[config.mk]
export PLATFORM = sky130hd
export DESIGN_NAME = nic_irq_ctrl
export DESIGN_NICKNAME = d
export VERILOG_FILES = /design/src/rtl/nic_irq_pkg.sv /design/src/rtl/nic_irq_stat_bit.sv /design/src/rtl/nic_irq_mask_reg.sv /design/src/rtl/nic_irq_out.sv /design/src/rtl/nic_irq_ctrl.sv
export SDC_FILE = /design/constraint.sdc
export NUM_CORES = 1
export LEC_CHECK = 0
export BUFFER_PORTS_ARGS = -buffer_cell sky130_fd_sc_hd__clkbuf_2
export CAP_MARGIN = 10
export CORE_ASPECT_RATIO = 1.25
export CORE_MARGIN = 2
export CORE_UTILIZATION = 45
export DETAILED_ROUTE_END_ITERATION = 8
export PLACE_DENSITY_LB_ADDON = 0.15
export SYNTH_ARGS = -nofsm -noshare
export SYNTH_HDL_FRONTEND = slang
export SYNTH_HIERARCHICAL = 1
export SYNTH_SLANG_ARGS = --single-unit
export TNS_END_PERCENT = 20
[constraint.sdc]
create_clock -name clk -period 3 [get_ports clk]
set_input_delay 0.45 -clock clk [delete_from_list [all_inputs] [get_ports clk]]
set_output_delay 0.45 -clock clk [all_outputs]
set_load 0.02 [all_outputs]
[src/rtl/nic_irq_pkg.sv]
package nic_irq_pkg;
  localparam int STAT_W      = 8;
  localparam int IB_RCV      = 0;
  localparam int IB_TX_DONE  = 1;
  localparam int IB_TX_EMPTY = 2;
  localparam int IB_ALLOC    = 3;
  localparam int IB_OVERRUN  = 4;
  localparam int IB_PHY      = 5;
  localparam int IB_EARLY_RX = 6;
  localparam int IB_LINK     = 7;
  localparam logic [STAT_W-1:0] ACK_MASK_DEF = 8'hD6;
  localparam logic [STAT_W-1:0] RST_STAT_DEF = 8'h04;
endpackage

[src/rtl/nic_irq_stat_bit.sv]
module nic_irq_stat_bit #(
  parameter bit ACKABLE = 1'b1,
  parameter bit RST_VAL = 1'b0
) (
  input  logic clk,
  input  logic rst,
  input  logic set_i,
  input  logic ack_i,
  input  logic clr_i,
  input  logic force_i,
  output logic d_o,
  output logic q_o
);
  logic ack_eff;

  assign ack_eff = ack_i & ACKABLE;

  // set pulses and forced conditions win over any clear
  always_comb begin
    d_o = force_i | set_i | (q_o & ~ack_eff & ~clr_i);
  end

  always_ff @(posedge clk) begin
    if (rst) q_o <= RST_VAL;
    else     q_o <= d_o;
  end
endmodule

[src/rtl/nic_irq_mask_reg.sv]
module nic_irq_mask_reg #(
  parameter int W = 8
) (
  input  logic         clk,
  input  logic         rst,
  input  logic         we,
  input  logic [W-1:0] wdata,
  output logic [W-1:0] d_o,
  output logic [W-1:0] q_o
);
  always_comb d_o = we ? wdata : q_o;

  always_ff @(posedge clk) begin
    if (rst) q_o <= '0;
    else     q_o <= d_o;
  end
endmodule

[src/rtl/nic_irq_out.sv]
module nic_irq_out #(
  parameter int W = 8
) (
  input  logic         clk,
  input  logic         rst,
  input  logic [W-1:0] stat_d,
  input  logic [W-1:0] mask_d,
  input  logic         pop_req,
  output logic         irq_o,
  output logic         pop_o
);
  always_ff @(posedge clk) begin
    if (rst) begin
      irq_o <= 1'b0;
      pop_o <= 1'b0;
    end else begin
      irq_o <= |(stat_d & mask_d);
      pop_o <= pop_req;
    end
  end
endmodule

[src/rtl/nic_irq_ctrl.sv]
module nic_irq_ctrl
  import nic_irq_pkg::*;
#(
  parameter int                 W        = STAT_W,
  parameter logic [STAT_W-1:0]  ACK_MASK = ACK_MASK_DEF,
  parameter logic [STAT_W-1:0]  RST_STAT = RST_STAT_DEF
) (
  input  logic         clk,
  input  logic         rst,
  input  logic [W-1:0] evt_set,
  input  logic         tx_q_empty,
  input  logic         done_q_nonempty,
  input  logic         rx_pop,
  input  logic         rx_remain,
  input  logic         ack_we,
  input  logic [W-1:0] ack_data,
  input  logic         mask_we,
  input  logic [W-1:0] mask_data,
  output logic [W-1:0] status,
  output logic [W-1:0] mask,
  output logic         irq,
  output logic         done_pop
);
  logic [W-1:0] set_vec;
  logic [W-1:0] ack_vec;
  logic [W-1:0] clr_vec;
  logic [W-1:0] force_vec;
  logic [W-1:0] stat_d;
  logic [W-1:0] mask_d;
  logic         pop_req;

  always_comb begin
    set_vec            = evt_set;
    set_vec[IB_RCV]    = evt_set[IB_RCV] | (rx_pop & rx_remain);
    clr_vec            = '0;
    clr_vec[IB_RCV]    = rx_pop & ~rx_remain;
    ack_vec            = ack_we ? ack_data : '0;
    force_vec              = '0;
    force_vec[IB_TX_EMPTY] = tx_q_empty;
    force_vec[IB_TX_DONE]  = done_q_nonempty;
    pop_req = ack_we & ack_data[IB_TX_DONE] & done_q_nonempty;
  end

  for (genvar k = 0; k < W; k++) begin : g_bit
    nic_irq_stat_bit #(
      .ACKABLE (ACK_MASK[k]),
      .RST_VAL (RST_STAT[k])
    ) u_bit (
      .clk     (clk),
      .rst     (rst),
      .set_i   (set_vec[k]),
      .ack_i   (ack_vec[k]),
      .clr_i   (clr_vec[k]),
      .force_i (force_vec[k]),
      .d_o     (stat_d[k]),
      .q_o     (status[k])
    );
  end

  nic_irq_mask_reg #(.W(W)) u_mask (
    .clk   (clk),
    .rst   (rst),
    .we    (mask_we),
    .wdata (mask_data),
    .d_o   (mask_d),
    .q_o   (mask)
  );

  nic_irq_out #(.W(W)) u_out (
    .clk     (clk),
    .rst     (rst),
    .stat_d  (stat_d),
    .mask_d  (mask_d),
    .pop_req (pop_req),
    .irq_o   (irq),
    .pop_o   (done_pop)
  );
endmodule

==> results.env, run 1 <==
RUN_STATUS='finished, final reports clean'
SYNTHESIS.YOSYS.WARNINGS=6
FP.DIEAREA_SQ_UM=2293
CTS_NUM_SINKS=18
CTSHOLDBUFFERS=0
CELLLEAKAGEPOWER_nW=0.6153
FINALSETUPVIOLCOUNT=0
POWER_DENSITY_nW_PER_UM2=439.7
NUMCTSBUFFERS=3
CLOCK-ROOT-BUFFER='clkbuf_4'
FINAL_PERIOD_DEMAND_OF_THE_WORST_PATH_PS=1318
DIE_HEIGHT_MICRONS=53.04
CP_SLOWEST_STAGE_DELAY_PS=390
WP_BUF_INV=1
RSZ0062_AT_GRT='no'
CRITPATHMAXFANOUT=2
CLOCK_POWER_SHARE_PCT=27.8
SEQUENTIALPOWERSHARE_PCT=50.2
CP-START-KIND='flop'
FINCLKSKEW_PS=4.187
FINAL_COMMON_CELL='clkbuf_2'
DRV_CAP=0
FINAL_LAYOUT_SIZE_SUFFIX_GT1_SHARE_PCT=51.75
SWITCHING_FRACTION_OF_TOTAL_POWER_PCT=26.27
POST-ROUTE-PERIOD-UTIL_PCT=43.94
FINAL.SETUP.TNS_PS=0
ROUTE.LAYER.MET1.WL_MICRONS=708
GRT_START_MAX_NET_PINS=19
DRT_DRC_VIOLATIONS_LEFT=0
IO_PINS=50
PLACEMENT_ROWS=17
SETUP_FIX_BUFS_POST_CTS=0
WL_MET3_MICRONS=122
LAYOUT.NETS=176
DRT-TOTAL-WL_MICRONS=1662
INITIAL_UTILIZATION_PCT=48.46
DETAILEDROUTE.FIRSTPASSITERATIONCOUNT=4
ANTENNA-DIODE-COUNT=0
FINAL-MAX-SLEW-VIOLATION-COUNT=0
NETLIST_AREA_BEFORE_PLACEMENT_SQ_UM=865.8
COUNT_OF_BUFFERS_FROM_PORT_BUFFERING=46
ANTENNA_FOUND_INITIAL=0
CLOCK_TREE.HTREE_LEVEL_COUNT=1
OVERFLOW=0
WORSTPATHARRIVAL_PS=870
CTS_TREE='yes'
FLOORPLAN.CORE_AREA_SQ_UM=1787
DR_WL_MET2_MICRONS=825
POWER.COMBINATIONAL.FRACTION_PCT=22.0
HPWLAFTERDP_MICRONS=1339
CLKSLEWWORSTSETUPHOLDPATHS_PS=100
FINAL-HOLD-VIOLATION-COUNT=0
TIMING.SETUP.CRITICAL_PATH_CLASS='reg -> out'
FILL_CELLS=163
ROUTE.DETAILED.VIAS_PER_INST=4.636
CRIT_CHAIN='clkbuf_2'
CLOCK_LATENCY_REPORTED_FOR_THE_LATE_SIDE_OF_THE_WORST_SKEW_PAIR_PS=280
CTS_RESIZED=0
GP_CONGESTION=0.6910
RELATIVE_AREA_CHANGE_FROM_SYNTHESIS_TO_FINAL_LAYOUT_PCT=37.43
CRITICAL_PATH.ENDPOINT_TYPE='primary output'
VIAS=751
FIRST_PASS_GRT_WIRE_LENGTH_MICRONS=2856
DIEWIDTH_MICRONS=43.24
HOLD_PATH_CLASS='in -> reg'
CRITICAL_PATH_REQUIRED_PS=2550
GRT_PASS1_VIAS=703
NETLIST_INSTANCES=82
SYNTH_AREA_PER_CELL_SQ_UM=10.56
ROUTED_WIRE_LENGTH_PER_INSTANCE_MICRONS=10.26
FINALHOLDWORSTSLACK_PS=413.1
POWER.NET_SWITCHING_mW=0.1375
CELLINTERNALPOWER_mW=0.3857
PEAKVDDDROP_mV=0.3043
DRT_ITER0_DRC=5
GRT_UTIL_ALL_LAYERS_PCT=16.51
FINAL_ANTENNA_NET_COUNT=0
TOP_LAYER_USED='met4'
CTS-ROOT-TO-SINK-BUFFERS=2
MOST-COMMON-LAYOUT-CELLS='clkbuf_2, dfxtp_1, conb_1, nor2b_1'
CLOCK.FMAX_MHz=758.5
CRIT_PATH_TOP_DELAY_CELL='dfxtp_1'
WORST_PATH_DOMINANT_CELL_FAMILY='flip-flops'
[state kept, by name, summed over array words and instances, names as in the netlist]
signal and flops:
u_mask/q_o 8, g_bit.u_bit/q_o 8, u_out/pop_o 1, u_out/irq_o 1
[final cells by class]
cell class	count	area [sq um]	area share, %
well taps	19	23.77	1.998
multi-input cells	75	539.3	45.32
clock buffers	4	36.28	3.049
flip-flops and latches	18	360.3	30.28
repair buffers	46	230.2	19.35
[final timing paths]
check,cells after the start,endpoint,startpoint,slack [ps]
max,1,status[5],g_bit[5].u_bit/q_o,1680
min,3,g_bit[3].u_bit/q_o,evt_set[3],410
max reg2reg,4,u_out/irq_o,g_bit[4].u_bit/q_o,1810
min reg2reg,2,g_bit[0].u_bit/q_o,g_bit[0].u_bit/q_o,500
[per-layer routing]
layer	GRT usage (%)	vias to the layer above
li1	-	396
met1	20.34	322
met2	28.86	31
met3	2.389	2
met4	6.061	0
met5	0	-
[per-stage QoR]
step / worst slack [ps] / utilization (%) / area, sq um / total power, mW / cells
global placement: 1397 / 64.57 / 1154 / 0.3816 / 158
floorplan: 1604 / - / 910.9 / 0.3414 / 94
CTS: 1662 / 66.60 / 1190 / 0.5306 / 162
detailed placement: 1377 / 64.57 / 1154 / 0.3845 / 158
global route: 1601 / 66.60 / 1190 / 0.5533 / 162
finish: 1682 / 66.60 / 1190 / 0.5232 / 162
[power groups by stage]
stage / sequential (mW) / combinational, mW / clock, mW
floorplan: 0.286 / 0.0552 / 0
global placement: 0.267 / 0.114 / 0
detailed placement: 0.268 / 0.116 / 0
CTS: 0.263 / 0.117 / 0.151
global route: 0.264 / 0.128 / 0.161
finish: 0.263 / 0.115 / 0.145
(Power assumes the default switching activity.)
==> run 2, diff against run 1 <==
CORE_UTILIZATION = 38   (was 45)
clock period = 1.2 ns   (was 3 ns; I/O delays follow)
==> run 2 against run 1 <==
Effect of this change:
- design area up 7.8%
- combinational power rose to 2.8 times the previous value
- first-iteration DRC count unchanged
- core utilization down 8.0 points
- routed wire length up 16%
- via count up 4.5%
- sequential power rose to 2.5 times the previous value
- clock skew down 2.8 ps
- clock power rose to 2.6 times the previous value
- count of clock-buffer cells in the layout unchanged
- critical path type is now reg -> reg
==> results.env, run 2 (synthesis gave the netlist of run 1 again) <==
RUN_STATUS='finished, final reports clean'
CRITICAL_PATH.ENDPOINT_TYPE='flop'
FIRST_PASS_GRT_WIRE_LENGTH_MICRONS=3139
ANTENNA-DIODE-COUNT=0
CLOCK.FMAX_MHz=877.1
DRT_ITER0_DRC=5
POSTLAYOUTSETUPSLACKWORST_PS=59.91
PLACEMENT_ROWS=19
WP_BUF_INV=0
ROUTED_WIRE_LENGTH_PER_INSTANCE_MICRONS=10.69
COUNT_OF_BUFFERS_FROM_PORT_BUFFERING=46
DR_WL_MET2_MICRONS=1045
FINAL-HOLD-VIOLATION-COUNT=0
CELLLEAKAGEPOWER_nW=0.6544
DIE_HEIGHT_MICRONS=57.37
VIAS=785
POWER_DENSITY_nW_PER_UM2=1055
CLOCK_POWER_SHARE_PCT=27.6
RSZ0062_AT_GRT='no'
FINAL_COMMON_CELL='clkbuf_2'
CRITICAL_PATH_REQUIRED_PS=1420
INITIAL_UTILIZATION_PCT=39.59
FP.DIEAREA_SQ_UM=2679
MULTI_INPUT_COMB_AREA_SQ_UM=546.8
WORSTPATHARRIVAL_PS=1360
CP-START-KIND='flop'
HOLD_PATH_CLASS='in -> reg'
WL_MET3_MICRONS=94
SEQUENTIALPOWERSHARE_PCT=48.7
CLOCK-ROOT-BUFFER='clkbuf_4'
GRT_START_MAX_NET_PINS=18
MIN_PATH_CELLS=3
POWER.NET_SWITCHING_mW=0.3645
CRITICAL_PATH_CELL_COUNT=4
LAYOUT.NETS=183
POST-ROUTE-PERIOD-UTIL_PCT=95.01
FINALSETUPVIOLCOUNT=0
FLOORPLAN.CORE_AREA_SQ_UM=2187
WORST_PATH_DOMINANT_CELL_FAMILY='simple AND/OR/NAND/NOR gates'
FINAL_ANTENNA_NET_COUNT=0
CLOCK_TREE.HTREE_LEVEL_COUNT=1
CTS_TREE='yes'
RELATIVE_AREA_CHANGE_FROM_SYNTHESIS_TO_FINAL_LAYOUT_PCT=48.12
DRT_DRC_VIOLATIONS_LEFT=0
CTS_NUM_SINKS=18
TOP_LAYER_USED='met4'
CRIT_CHAIN='or3b_4, nand2_2, a22oi_1, a41oi_1'
CTSHOLDBUFFERS=0
FINAL_PERIOD_DEMAND_OF_THE_WORST_PATH_PS=1140
CRITPATHMAXFANOUT=2
TIMING.SETUP.CRITICAL_PATH_CLASS='reg -> reg'
FILL_CELLS=227
FINAL-MAX-SLEW-VIOLATION-COUNT=0
CRIT_PATH_TOP_DELAY_CELL='or3b_4'
DP_WORST_SETUP_SLACK_PS=-136.6
ANTENNA_FOUND_INITIAL=0
CTS-ROOT-TO-SINK-BUFFERS=2
HPWLAFTERDP_MICRONS=1567
POWER.COMBINATIONAL.FRACTION_PCT=23.6
FINALHOLDWORSTSLACK_PS=140.9
DIEWIDTH_MICRONS=46.70
LARGEST_REGISTERS='g_bit.u_bit/q_o x8, u_mask/q_o x8'
OVERFLOW=0
GRT_PASS1_VIAS=753
DETAILEDROUTE.FIRSTPASSITERATIONCOUNT=4
IO_PINS=50
FLIP_FLOP_AND_LATCH_AREA_SQ_UM=365.4
GRT_UTIL_ALL_LAYERS_PCT=16.25
R2R.WORST_PATH.CELLS=4
PEAKVDDDROP_mV=0.6385
NUMCTSBUFFERS=3
MOST-COMMON-LAYOUT-CELLS='clkbuf_2, dfxtp_1, conb_1, nor2b_1'
SWITCHING_FRACTION_OF_TOTAL_POWER_PCT=26.93
DRV_CAP=0
CLOCK_LATENCY_REPORTED_FOR_THE_LATE_SIDE_OF_THE_WORST_SKEW_PAIR_PS=290
ROUTE.LAYER.MET1.WL_MICRONS=777
CELLINTERNALPOWER_mW=0.9888
ROUTE.DETAILED.VIAS_PER_INST=4.337
CP_SLOWEST_STAGE_DELAY_PS=380
CLKSLEWWORSTSETUPHOLDPATHS_PS=100
FINCLKSKEW_PS=1.369
FINAL_LAYOUT_SIZE_SUFFIX_GT1_SHARE_PCT=58.67
GP_CONGESTION=0.7042
DRT-TOTAL-WL_MICRONS=1934
-- run 2: changes by cell type in the layout (fill, tap and decap cells not counted), sizes merged --
cell  delta
buf      +7
-- run 2: worst reg2reg max path: cells and delay by family, from the launching register on --
family             cells  cell delay (ps)
AOI/OAI and AO/OA      2              300
DFF                    1              340
and+or+nand+nor        2              440
-- run 2: path summary, 6_finish.rpt --
check,from,end,slack (ps)
max,g_bit[7].u_bit/q_o,u_out/irq_o,60
min,evt_set[3],g_bit[3].u_bit/q_o,140
max reg2reg,g_bit[7].u_bit/q_o,u_out/irq_o,60
min reg2reg,g_bit[2].u_bit/q_o,g_bit[2].u_bit/q_o,500
-- run 2: layout make-up --
| cell class | count | area share (%) |
|---|---|---|
| Timing Repair Buffer | 53 | 23.02 |
| Multi-Input combinational cell | 75 | 42.63 |
| Clock buffer | 4 | 2.829 |
| Tap cell | 31 | 3.024 |
| Sequential cell | 18 | 28.49 |
-- run 2: metal layers --
| layer | global-route usage (%) | vias to the layer above |
|---|---|---|
| li1 | - | 403 |
| met1 | 18.31 | 353 |
| met2 | 29.76 | 27 |
| met3 | 2.848 | 2 |
| met4 | 4.762 | 0 |
| met5 | 0 | - |
-- run 2: metrics by stage --
stage | TNS [ps] | total power [mW] | utilization, % | instances | instance area (sq um)
detailed placement | -166.8 | 0.9898 | 56.58 | 177 | 1237
floorplan | 0 | 0.8550 | - | 94 | 914.6
global route | 0 | 1.433 | 58.64 | 181 | 1282
finish | 0 | 1.353 | 58.64 | 181 | 1282
global placement | -104.5 | 0.9828 | 56.58 | 177 | 1237
CTS | 0 | 1.362 | 58.24 | 181 | 1274
-- run 2: power by group through the flow --
| stage | combinational [mW] | sequential [mW] | clock, mW |
|---|---|---|---|
| 3_5_place_dp | 0.317 | 0.673 | 0 |
| 2_1_floorplan | 0.138 | 0.717 | 0 |
| 4_1_cts | 0.318 | 0.660 | 0.384 |
| 3_3_place_gp | 0.312 | 0.670 | 0 |
| 5_1_grt | 0.349 | 0.666 | 0.419 |
| 6_report | 0.320 | 0.660 | 0.374 |
-- run 2: timing repair --
action                                  4_1_cts  5_1_grt
buffers inserted                              0        0
endpoints found under the setup margin        0        1
resized for setup                             0        4
